$ cat src/rtl/err_fwd_gate.sv
module err_fwd_gate #(
  parameter int SEV_W = 3,
  parameter int PT_W  = 2,
  parameter logic [PT_W-1:0] PT_ROOT = 2'd3,
  parameter logic [PT_W-1:0] PT_ENDP = 2'd0
) (
  input  logic             clk,
  input  logic             rst_n,
  input  logic             msg_vld,
  input  logic [SEV_W-1:0] msg_sev,
  input  logic [PT_W-1:0]  port_type,
  input  logic             is_express,
  input  logic             cmd_serr_en,
  input  logic [SEV_W-1:0] devctl_en,
  input  logic             brctl_serr_en,
  output logic             fwd,
  output logic             to_root,
  output logic             sig_serr_set,
  output logic             rcv_serr_set
);
  localparam int COR = 0;

  logic sev_ok, uncor, bridge, live, br_pass, gate1, deliver;

  assign sev_ok  = (msg_sev != '0) && ((msg_sev & (msg_sev - 1'b1)) == '0);
  assign uncor   = !msg_sev[COR];
  assign bridge  = (port_type != PT_ENDP);
  assign live    = msg_vld && sev_ok && is_express;
  assign br_pass = !bridge || brctl_serr_en;
  assign gate1   = (uncor && cmd_serr_en) || ((msg_sev & devctl_en) != '0);
  assign deliver = live && br_pass && gate1 && ((msg_sev & devctl_en) != '0);

  always_ff @(posedge clk) begin
    if (!rst_n) begin
      fwd          <= 1'b0;
      to_root      <= 1'b0;
      sig_serr_set <= 1'b0;
      rcv_serr_set <= 1'b0;
    end else begin
      rcv_serr_set <= live && bridge && uncor;
      sig_serr_set <= live && br_pass && gate1;
      to_root      <= deliver && (port_type == PT_ROOT);
      fwd          <= deliver && (port_type != PT_ROOT);
    end
  end

  a_r7_exclusive_route: assert property (@(posedge clk) disable iff (!rst_n)
    !(fwd && to_root));
  a_r6_deliver_needs_signal: assert property (@(posedge clk) disable iff (!rst_n)
    (fwd || to_root) |-> sig_serr_set);
  a_r2_single_pulse: assert property (@(posedge clk) disable iff (!rst_n)
    !$past(msg_vld) |-> !(fwd || to_root || sig_serr_set || rcv_serr_set));
  a_r8_non_express_silent: assert property (@(posedge clk) disable iff (!rst_n)
    (msg_vld && !is_express) |=> !(fwd || to_root || sig_serr_set || rcv_serr_set));
  a_r4_bridge_block: assert property (@(posedge clk) disable iff (!rst_n)
    (msg_vld && port_type != PT_ENDP && !brctl_serr_en) |=> !(sig_serr_set || fwd || to_root));
  a_r3_endpoint_no_rcv: assert property (@(posedge clk) disable iff (!rst_n)
    (msg_vld && port_type == PT_ENDP) |=> !rcv_serr_set);
  a_r1_bad_sev_silent: assert property (@(posedge clk) disable iff (!rst_n)
    (msg_vld && !$onehot0(msg_sev)) |=> !(fwd || to_root || sig_serr_set || rcv_serr_set));
endmodule

$ cat config.mk
export PLATFORM = sky130hd
export DESIGN_NAME = err_fwd_gate
export DESIGN_NICKNAME = d
export VERILOG_FILES = /design/src/rtl/err_fwd_gate.sv
export SDC_FILE = /design/constraint.sdc
export NUM_CORES = 1
export LEC_CHECK = 0
export ABC_AREA = 1
export BUFFER_PORTS_ARGS = -buffer_cell sky130_fd_sc_hd__buf_2
export CAP_MARGIN = 20
export CORE_AREA = 3 3 40 42
export DETAILED_ROUTE_END_ITERATION = 12
export DIE_AREA = 0 0 43 45
export GPL_ROUTABILITY_DRIVEN = 0
export PLACE_DENSITY_LB_ADDON = 0.25
export SYNTH_ARGS = -nofsm -noshare
export SYNTH_HDL_FRONTEND = slang
export SYNTH_SLANG_ARGS = --single-unit
export TNS_END_PERCENT = 50
$ cat constraint.sdc
create_clock -name clk -period 0.8 [get_ports clk]
set_input_delay 0.08 -clock clk [delete_from_list [all_inputs] [get_ports clk]]
set_output_delay 0.08 -clock clk [all_outputs]
set_load 0.02 [all_outputs]
==> results.cfg <==
[sta]
fin_setup_tns_ps = 0
rsz0062_at_grt = no
period_share_pct = 94.4
maxSlewViolCount = 0
whs_ps = 104
relSlewSlack_pct = 85.7
fin_crit_ps = 755
setup_ws_ps = 45.0
hold_viol = 0
max_freq_mhz = 1320
worst_pin_slew_ps = 213
finalSetupViolCount = 0

[critical_path]
crit_family = flip-flops
endpoint_kind = output pin
max_stage_delay_ps = 290
arrival_ps = 680
path_buf_inv = 1
startpoint_type = flop
path_max_fanout = 1
cp_cell_sequence = buf_2
crit_type = flop to output pin
cp.required_ps = 720
slowest_stage = dfxtp_1

[layout]
final_nets = 66
n_antenna_cell = 0
multi_input_area_sq_um = 109
final_util_pct = 25.6
area_growth_pct = 64.4
drive_gt1_share_pct = 44.0
fillers = 154
regArea_sq_um = 80.1

[die]
io_pins = 18
rows = 13
dieWidth_um = 43
dieArea_sq_um = 1940
die_y_um = 45
core_region_area_sq_um = 1280
initial_core_util_pct = 15.6

[global_route]
grt_antenna_before_repair = 0
grt.total_usage_pct = 6.24
grt_max_degree = 6
grt_pass1_wl_um = 841
grt_pass1_vias = 224
grt.overflow.total = 0

[job]
cap_viol_max_count = 0

[yosys]
syn_inst = 30
synth-adder-area-share_pct = 0
ys_warn_count = 0
synth_xor_area_share_pct = 0
muxShareOfSynthArea_pct = 0
synth_area_leaders = dfxtp_1, nand2_1, nand3_1, nor2_1, inv_1
synth-edff-count = 0
ys_ff_latch = 4
syn-num-nets = 44
ys_types = 11
async_flop_share_pct = 0
netlist.area_leader.share_pct = 40.0
synth_top_family_by_area = simple AND/OR/NAND/NOR gates
synth.most_common_cell = nand2_1
yosysSeqAreaShare_pct = 40.0
syn_area_per_cell_sq_um = 6.67
synth_flop_cell = dfxtp_1
syn_area_sq_um = 200
synth_compound_area_share_pct = 6.25
synth_top_area_cell = dfxtp_1
synth_common_cells = nand2_1, dfxtp_1, nor2_1
synth-simple-area-share_pct = 48.1

[clock_network]
post_cts_buffers = 0
cts.sinks = 4
cts-htree-levels = 1
cts_made_buffers = 3
clk_path_buf_depth = 2
clockRootBuffer = clkbuf_4
hold_buffers = 0
cts_tree = yes
cts.clk_slew.worst_paths_ps = 40

[detailed_routing]
via_per_inst = 3.92
dr.pass1.iters = 2
drt-initial-drc-count = 2
wl_um = 529
vias = 255
drc = 0
wl_per_cell_um = 8.14
ant_nets = 0

[placed_design]
port_buffers = 17
pre_cts_ws_ps = 17.6

[worst_hold_path]
hold_path_depth = 3
min_to = rcv_serr_set
min_path_type = input port to flop
min-delay-start = rst_n

[pwr]
vdd_drop_max_uv = 294
powerDensity_nw_per_um2 = 1630
report.power.total_mw = 0.535
p_leak_nw = 0.185

[status]
status = completed
==> worst max-delay path by stage <==
stage                     from  slack (ps)  cells after the start       to
floorplan           msg_sev[0]         240                      5      fwd
global placement    msg_sev[0]          50                      6      fwd
detailed placement  msg_sev[0]          20                      6      fwd
CTS                    to_root          30                      1  to_root
global route           to_root           9                      1  to_root
finish                 to_root          40                      1  to_root
==> sequential cells by signal (all words and copies together), names as in the netlist <==
| name | cells |
|---|---|
| to_root | 1 |
| fwd | 1 |
| rcv_serr_set | 1 |
| sig_serr_set | 1 |
==> what timing repair did <==
item,in CTS,in global routing
endpoints found under the setup margin,0,1
hold endpoints to repair,0,0
resized for setup,0,1
==> layout make-up <==
| class | count | share of cell area [%] |
|---|---|---|
| well taps | 15 | 5.70 |
| clock buffers | 3 | 6.84 |
| repair buffers | 17 | 26.6 |
| inverters | 3 | 3.42 |
| flip-flops and latches | 4 | 24.3 |
| multi-input cells | 23 | 33.1 |
==> report_power, final <==
part	switching (mW)	leakage (nW)	internal (mW)	total, mW
sequential	0.000432	0.0323	0.203	0.203
combinational	0.0456	0.139	0.0414	0.0870
clock	0.0776	0.0138	0.167	0.245
==> layer usage <==
metal,global-route usage [%],vias to the layer above,wire (um)
li1,-,139,-
met1,6.75,102,233
met2,8.38,14,219
met3,2.79,0,76
met4,7.23,0,0
met5,0,-,0
==> metrics by stage <==
stage / cells / instance area (sq um)
global route: 65 / 329
global placement: 62 / 304
floorplan: 30 / 200
detailed placement: 62 / 304
finish: 65 / 329
CTS: 65 / 327
==> layout by cell type (no fill, tap or decap) <==
master / instances
inv_1: 3
o21ai_1: 1
nor2_1: 4
buf_4: 1
nand4_1: 1
clkbuf_4: 3
nand2_1: 10
o21a_1: 1
dfxtp_1: 4
buf_2: 16
nand3_1: 3
nand3_2: 1
nor2_2: 1
nor4_1: 1
==> cells by family after synthesis <==
kind of cell,after synthesis
AND/OR/NAND/NOR,21
flip-flops,4
AO/OA/AOI/OAI,2
buffers and inverters,3
No activity file was read; power rests on OpenSTA's default activity.
